### config.mk
export PLATFORM = sky130hd
export DESIGN_NAME = uart_tx_holdstat
export DESIGN_NICKNAME = d
export VERILOG_FILES = /design/src/rtl/txh_pkg.sv /design/src/rtl/txh_buffer.sv /design/src/rtl/txh_serializer.sv /design/src/rtl/uart_tx_holdstat.sv
export SDC_FILE = /design/constraint.sdc
export NUM_CORES = 1
export LEC_CHECK = 0
export BUFFER_PORTS_ARGS = -buffer_cell sky130_fd_sc_hd__clkbuf_2
export CELL_PAD_IN_SITES_DETAIL_PLACEMENT = 1
export CELL_PAD_IN_SITES_GLOBAL_PLACEMENT = 2
export CORE_MARGIN = 2
export CORE_UTILIZATION = 50
export CTS_CLUSTER_SIZE = 14
export DETAILED_ROUTE_END_ITERATION = 7
export HOLD_SLACK_MARGIN = 0.02
export PLACE_DENSITY_LB_ADDON = 0.1
export SLEW_MARGIN = 20
export SYNTH_ARGS = -nofsm -noshare
export SYNTH_HDL_FRONTEND = slang
export SYNTH_HIERARCHICAL = 1
export SYNTH_SLANG_ARGS = --single-unit
export TNS_END_PERCENT = 20
### constraint.sdc
create_clock -name clk -period 7.85 [get_ports clk]
set_input_delay 0.785 -clock clk [delete_from_list [all_inputs] [get_ports clk]]
set_output_delay 0.785 -clock clk [all_outputs]
set_load 0.02 [all_outputs]
### src/rtl/txh_pkg.sv
// Shared constants and types for the transmit holding/status block.
// Assumes 8N1 framing: one start bit, eight data bits, one stop bit.
package txh_pkg;
    localparam int DATA_BITS  = 8;
    localparam int FRAME_BITS = DATA_BITS + 2;

    typedef enum logic {
        SER_IDLE = 1'b0,
        SER_BUSY = 1'b1
    } ser_state_t;
endpackage

### src/rtl/txh_buffer.sv
// Byte buffer that acts as a single holding register (fifo_mode = 0)
// or as a DEPTH-entry first-in first-out store (fifo_mode = 1).
// Assumes pop is asserted only when level is non-zero, and that
// fifo_mode changes only while the buffer is empty.
module txh_buffer #(
    parameter int DEPTH = 64,
    parameter int W     = 8
) (
    input  logic         clk,
    input  logic         rst_n,
    input  logic         fifo_mode,
    input  logic         wr_en,
    input  logic [W-1:0] wr_data,
    input  logic         pop,
    output logic [W-1:0] rd_data,
    output logic [$clog2(DEPTH+1)-1:0] level
);
    localparam int AW = (DEPTH > 1) ? $clog2(DEPTH) : 1;
    localparam int CW = $clog2(DEPTH + 1);
    localparam logic [CW-1:0] CAP_FIFO = CW'(DEPTH);
    localparam logic [CW-1:0] CAP_ONE  = CW'(1);

    logic [W-1:0]  mem [DEPTH];
    logic [AW-1:0] wptr;
    logic [AW-1:0] rptr;
    logic [CW-1:0] count;
    logic          full;
    logic          accept;

    function automatic logic [AW-1:0] ptr_next(input logic [AW-1:0] p);
        return (p == AW'(DEPTH - 1)) ? '0 : p + AW'(1);
    endfunction

    // capacity depends on the mode; writes beyond it are dropped
    always_comb begin
        full   = (count >= (fifo_mode ? CAP_FIFO : CAP_ONE));
        accept = wr_en && !full;
    end

    // pointer and occupancy bookkeeping
    always_ff @(posedge clk) begin
        if (!rst_n) begin
            wptr  <= '0;
            rptr  <= '0;
            count <= '0;
        end else begin
            if (accept) wptr <= ptr_next(wptr);
            if (pop)    rptr <= ptr_next(rptr);
            case ({accept, pop})
                2'b10:   count <= count + CW'(1);
                2'b01:   count <= count - CW'(1);
                default: count <= count;
            endcase
        end
    end

    // storage array, written only on an accepted write
    always_ff @(posedge clk) begin
        if (accept) mem[wptr] <= wr_data;
    end

    assign rd_data = mem[rptr];
    assign level   = count;
endmodule

### src/rtl/txh_serializer.sv
// Shifts one 8N1 character onto txd, advancing on each bit_tick.
// Takes a new byte only when idle, so a character always completes
// its stop bit before the next start bit. Assumes have_data/data are
// valid in the same cycle.
module txh_serializer
    import txh_pkg::*;
(
    input  logic                 clk,
    input  logic                 rst_n,
    input  logic                 bit_tick,
    input  logic                 have_data,
    input  logic [DATA_BITS-1:0] data,
    output logic                 take,
    output logic                 busy,
    output logic                 txd
);
    localparam int CNT_W = $clog2(FRAME_BITS);
    localparam logic [CNT_W-1:0] LAST_BIT = CNT_W'(FRAME_BITS - 1);

    ser_state_t              state;
    logic [FRAME_BITS-1:0]   frame;
    logic [CNT_W-1:0]        bit_idx;

    // accept a byte whenever nothing is on the line
    assign take = (state == SER_IDLE) && have_data;

    // load a frame, then shift it out one bit per tick
    always_ff @(posedge clk) begin
        if (!rst_n) begin
            state   <= SER_IDLE;
            frame   <= '1;
            bit_idx <= '0;
        end else if (take) begin
            state   <= SER_BUSY;
            frame   <= {1'b1, data, 1'b0};
            bit_idx <= '0;
        end else if (state == SER_BUSY && bit_tick) begin
            frame   <= {1'b1, frame[FRAME_BITS-1:1]};
            bit_idx <= bit_idx + CNT_W'(1);
            if (bit_idx == LAST_BIT) state <= SER_IDLE;
        end
    end

    assign busy = (state == SER_BUSY);
    assign txd  = frame[0];
endmodule

### src/rtl/uart_tx_holdstat.sv
// Transmit holding path of a UART: host byte buffer plus serializer,
// with holding-empty and transmitter-idle status. Assumes fifo_mode
// is changed only while xmit_idle is high.
module uart_tx_holdstat #(
    parameter int DEPTH = 64
) (
    input  logic       clk,
    input  logic       rst_n,
    input  logic       fifo_mode,
    input  logic       wr_en,
    input  logic [7:0] wr_data,
    input  logic       bit_tick,
    output logic       txd,
    output logic       hold_empty,
    output logic       xmit_idle
);
    localparam int CW = $clog2(DEPTH + 1);

    logic [CW-1:0] buf_level;
    logic [7:0]    buf_head;
    logic          ser_take;
    logic          ser_busy;
    logic          buf_has;

    txh_buffer #(.DEPTH(DEPTH), .W(8)) u_buf (
        .clk       (clk),
        .rst_n     (rst_n),
        .fifo_mode (fifo_mode),
        .wr_en     (wr_en),
        .wr_data   (wr_data),
        .pop       (ser_take),
        .rd_data   (buf_head),
        .level     (buf_level)
    );

    txh_serializer u_ser (
        .clk       (clk),
        .rst_n     (rst_n),
        .bit_tick  (bit_tick),
        .have_data (buf_has),
        .data      (buf_head),
        .take      (ser_take),
        .busy      (ser_busy),
        .txd       (txd)
    );

    // status flags derived from buffer occupancy and serializer activity
    always_comb begin
        buf_has    = (buf_level != '0);
        hold_empty = !buf_has;
        xmit_idle  = !buf_has && !ser_busy;
    end
endmodule

* Word-level counts from Yosys, hierarchy flattened *
Memory sizes are Yosys's and may differ from the RTL's. A register that Yosys moved wholly into a read port is not among the register bits.
Index checks and enable logic that the tools add are counted.

cells by class
  add/sub/neg operators = 5
  $mul = 0
  divide/modulo/power cells = 0
  $lt $le $gt $ge = 1
  eq/ne operators = 5
  shift operators = 0
  muxes and demuxes = 13
  bitwise gates (word level) = 2
  reductions and logical operators = 13

operators by type and width
  cell                                                                 count
  6-bit two-way mux                                                    4
  9-bit two-way mux                                                    2
  7-bit one-hot mux with 2 select lines                                1
  6-bit by 1-bit adder with 6-bit output (second input constant)       2
  6-bit == test (second input constant)                                2
  7-bit by 1-bit adder with 7-bit output (second input constant)       1
  7-bit >= comparator                                                  1
  7-bit two-way mux                                                    1
  7-bit nonzero test                                                   1
  7-bit by 1-bit subtractor with 7-bit output (second input constant)  1
  2-bit nonzero test                                                   3
  1-bit two-way mux                                                    5
  4-bit by 1-bit adder with 4-bit output (second input constant)       1
  4-bit == test (second input constant)                                1
  1-bit logical AND                                                    4
  1-bit zero test                                                      3
  2-bit by 1-bit == test with 1-bit output (second input constant)     1
  2-bit == test (second input constant)                                1
  1-bit inverter                                                       2
  2-bit AND reduction                                                  1
  2-bit OR reduction                                                   1

storage, ports and cells
  bits in registers = 33
  bits in latches = 0
  RAM bits = 512
  memory bits (read-only) = 0
  bits of input ports = 13
  output and inout port bits = 3
  word-level logic and storage cells = 46
  memories = 1

memory list
  memory     words  bits a word  read ports  clocked after memory_dff  wr ports  RTL line          text
  u_buf.mem  64     8            1           1                         1         txh_buffer.sv:23  logic [W-1:0] mem [DEPTH];

* Longest topological paths before layout *
  word-level depth = 6
  mapped depth = 16
  mapped depth without buffers = 14

* Cells and area by module *
The synthesis kept the hierarchy.

modules (own cells, without submodules)
  module            instances  cells each  area an instance (µm²)  sequential area each (µm²)
  txh_buffer        1          1,049       21,145.3                15,875.2
  txh_serializer    1          66          609.3                   280.3
  uart_tx_holdstat  1          5           36.3                    0.0

* Least setup slack after synthesis *
No wires, ideal clock.

  path type = input to register
  from = in fifo_mode
  to = reg u_buf.count[6] (netlist: u_buf/level[6])
  library setup time = 0.070 ns
  arrival time = 3.533 ns
  data required time = 7.780 ns
  setup slack = 4.247 ns
  stages on the path = 15
  buffers on the path = 2
  cells stage by stage = inv_1 -> ha_1 -> o41ai_4 -> and2_1 -> buf_6 -> inv_2 -> ha_1 -> buf_1 -> xor2_1 -> ha_1 -> a21oi_1 -> a21oi_1 -> o22a_1 -> or3_1 -> a21oi_1

on the way
  longest elaborated chain between the ends = 6
  elaborated cells on any way between the ends = 8
  those cells by class = order compare: 1; eq/ne: 2; mux: 2; reduce/logical: 3

RTL lines
  element                                                                             RTL line               text
  from (decl)                                                                         uart_tx_holdstat.sv:9  input logic fifo_mode,
  7-bit two-way mux (*)                                                               txh_buffer.sv:36       full = (count >= (fifo_mode ? CAP_FIFO : CAP_ONE));
  7-bit >= comparator (*)                                                             txh_buffer.sv:36
  1-bit zero test (*)                                                                 txh_buffer.sv:37       accept = wr_en && !full;
  1-bit logical AND (*)                                                               txh_buffer.sv:37
  2-bit by 1-bit == test with 1-bit output / 2-bit == test (equally long branches)    txh_buffer.sv:49       case ({accept, pop})
  7-bit one-hot mux with 2 select lines / 2-bit nonzero test (equally long branches)  --
  to (signal assigned)                                                                txh_buffer.sv:50       2'b10: count <= count + CW'(1);
  to (signal assigned)                                                                txh_buffer.sv:51       2'b01: count <= count - CW'(1);
  to (signal assigned)                                                                txh_buffer.sv:52       default: count <= count;
  to (decl)                                                                           txh_buffer.sv:26       logic [CW-1:0] count;

Every way passes the cells marked *; elsewhere a longest branch is shown, timed or not.
A chain may end at the register's enable or synchronous reset.

* Worst setup path in the final report *
  from = reg u_buf.count[2] (netlist: u_buf/level[2])
  to = mem u_buf.mem[19][3] (enable)

on the way
  longest elaborated chain between the ends = 5

RTL lines
  element                                  RTL line          text
  7-bit >= comparator                      txh_buffer.sv:36
  1-bit zero test                          txh_buffer.sv:37
  1-bit logical AND                        txh_buffer.sv:37
  1-bit two-way mux                        txh_buffer.sv:59  if (accept) mem[wptr] <= wr_data;
  1-bit two-way mux (not written as such)  txh_buffer.sv:59
  to (decl)                                txh_buffer.sv:23

No other way between the ends.

==> summary.txt <==
Timing
  • Achievable Freq: 252 MHz
  • Worst Tran Pin Value: 1.10 ns
  • Final setup margin: 3.89 ns
  • # setup viols final: 0
  • Clock Skew: 0.0269 ns
  • Max-slew violation count: 0
  • RSZ-0062 raised after global routing: false
  • Minimum clock period: 3.96 ns
  • Final Hold Fails: 0
  • Final period util: roughly half
  • Slew Limit Headroom: between 20% and 30%
  • Setup TNS: 0 ns

Route
  • DR pass1 iterations: 4
  • Antenna viol nets, final: 0
  • DRT iter0 DRCs: approximately 1000
  • DR WL/cell: 29.1 um
  • Via density: 6.06
  • Vias: 10800
  • Total wire length: 51.6 mm
  • DRC: 0

Global route
  • Vias in the first global route: 11300
  • First-pass GRT wire length: 77.0 mm
  • Initial antenna violation count: 0
  • Global-route usage over all layers: a little under a quarter
  • Largest net degree at the start of global routing: 65
  • Gr ovfl total: 0

Hold path
  • Worst hold-check path type: register to register
  • Hold Crit Depth: 2

Synth
  • Synth top area cells: edfxtp_1 (71%), mux4_2 (14%), dfxtp_1 (3.6%)
  • Mapped Avg Cell Area: 19.5 um^2
  • Post-synth EDFFs: 512
  • Async SR Flop Fraction: 0%
  • Top cell type's share of synthesized area: 70.6%
  • Synth cell types: between 50 and 60
  • Register area share after synthesis: 74.1%
  • Syn_nets: 1142
  • Synth Register Bits: 551
  • Synthesis Warnings: 6
  • Top FF cell, synth: edfxtp_1
  • Post-Synthesis Cells: between 1000 and 1500
  • Mapped cell area: 21800 um^2
  • Top cell type by total area after synthesis: edfxtp_1

Power and ir drop
  • VDD IR max: roughly 0.16 mV
  • Power, Total: 7.20 mW
  • Static leakage: 7.34 nW
  • P per Cell Area: slightly below 300 nW/um^2

Setup path
  • Required time of the worst setup path: approximately 8.1 ns
  • Family with the most delay on the worst path: simple AND/OR/NAND/NOR gates
  • Worst Path Max Fanout: 10
  • Slowest cell on crit path: nor2_1
  • Cell count along the critical path: 5
  • WS Path Type: register to register
  • CP arrival: 4.19 ns
  • Critical Path Sink Type: register
  • Buf/Inv on CP: 0
  • Slowest stage delay, CP: between 1 and 1.5 ns
  • Critical Path, Cell by Cell: or4_4 > o41ai_4 > and2_1 > nand4b_1 > nor2_1
  • Startpoint type of the worst setup path: register
  • Worst reg2reg path depth: 5

Clock network
  • Max clock buf depth: 3
  • CTS sink count: between 500 and 600
  • Cts hold-fix bufs: 0
  • CTS tree: built
  • Later-pin clock latency in the skew report: 0.61 ns
  • Root Buffer: clkbuf_16
  • H-tree depth: 2
  • Setup Fix Bufs, Post-CTS: 0
  • TritonCTS Buffers: 56
  • CTS-repair resized insts: 0
  • CTS clock-pin slew for the worst setup and hold paths: about 0.060 ns

Placed design
  • Post-DP HPWL: ~30 mm
  • Placement Setup Slack: 3.49 ns
  • DP Area: ~22000 um^2
  • GP Congestion: 0.784
  • PortBufs: 15

Floorplanning
  • Die area: 45300 um^2
  • I/O pin count: 16
  • Num rows: 76
  • Starting Density: 50.6%
  • Core area: 43100 um^2
  • Chip width: ~210 um
  • DIE HEIGHT: 213 um

Job
  • Max-cap violations: 0

Final layout
  • Most frequent cells in the layout: edfxtp_1 (512), mux4_2 (140), nor2_1 (89)
  • Nets: 1166
  • Number of diodes: 0
  • Fin area: around 24000 um^2
  • Storage cell area: 16200 um^2
  • Share of layout cells above drive strength 1: 22.6%
  • Area growth, synth to finish: 10.8%
  • Commonest non-fill, non-tap cell in the layout: edfxtp_1
  • Area occupied by multi-input gates: ~5300 um^2
  • Layout filler cell count: 3747

Outcome
  • Outcome: completed
==> power by group <==
part | switching, mW | total (mW) | internal, mW
registers | 0.134 | 3.41 | 3.27
logic | 0.684 | 1.26 | 0.573
clock network | 1.08 | 2.54 | 1.45
==> flip-flops by register name (all words and copies together) (netlist names), named ones only <==
register       flops
u_ser/busy         1
u_buf/rptr         6
u_buf/mem        512
u_ser/bit_idx      4
u_buf/wptr         6
u_buf/level        7
u_ser/frame        9
==> cells by family (layout without fill, tap and decap cells) <==
kind of cell / after synthesis / in the layout / share of synthesized area (%)
fa+ha+maj: 9 / 9 / 0.517
buf+inv: 76 / 144 / 1.59
compound gates: 89 / 89 / 2.90
simple gates: 227 / 227 / 5.17
mux: 155 / 155 / 15.2
xor+xnor: 13 / 13 / 0.523
flops: 551 / 551 / 74.1
==> worst paths after layout <==
check                       from  slack, ns          endpoint
hold reg to reg   u_ser/frame[5]       0.48    u_ser/frame[5]
setup / recovery  u_buf/level[2]       3.89  u_buf/mem[19][3]
hold / removal    u_ser/frame[5]       0.48    u_ser/frame[5]
setup reg to reg  u_buf/level[2]       3.89  u_buf/mem[19][3]
==> metal layers <==
layer | up-vias | routed length (um) | global-route usage (%)
met4 | 0 | 1270 | 6.78
li1 | 4627 | - | -
met1 | 5715 | 22700 | 34.6
met2 | 343 | 24100 | 36.8
met5 | - | 0 | 0
met3 | 66 | 3430 | 5.19
==> through the flow <==
stage	util (%)	std cells	hold slack [ns]
after detailed placement	52.1	1671	0.460
after floorplan	-	1120	0.441
final	56.1	1773	0.478
after global placement	52.1	1671	0.452
after global routing	56.1	1773	0.502
after CTS	56.1	1773	0.479
==> cells in the mapped netlist (all sizes together), types with 3 or more instances <==
library cell and instances:
inv 11, a22oi 17, nand3b 5, nand2b 11, o41ai 4, nand4 5
or3 5, edfxtp 512, nand3 29, dfxtp 39, buf 33, mux4 140
nor3 10, and2 5, o22ai 9, clkbuf 32, o221ai 3, xor2 7
or4 4, nor2b 8, and3 3, a211oi 4, o31ai 4, ha 9
o21ai 15, nor2 97, nand4b 3, mux2i 15, and3b 3, xnor2 6
nand2 31, a21oi 15
==> cell type report <==
type                            count  share of cell area, %
Multi-Input combinational cell    493                   21.9
Sequential cell                   551                   66.9
Tap cell                          585                   3.03
Clock inverter                     36                   1.11
Timing Repair Buffer               31                  0.808
Inverter                           11                  0.171
Clock buffer                       66                   6.05
==> worst min-delay path: stages (launching register included) <==
cell     delay (ns)
dfxtp_1        0.32
nand2_1        0.05
nand3_1        0.07
(Power assumes the default switching activity.)
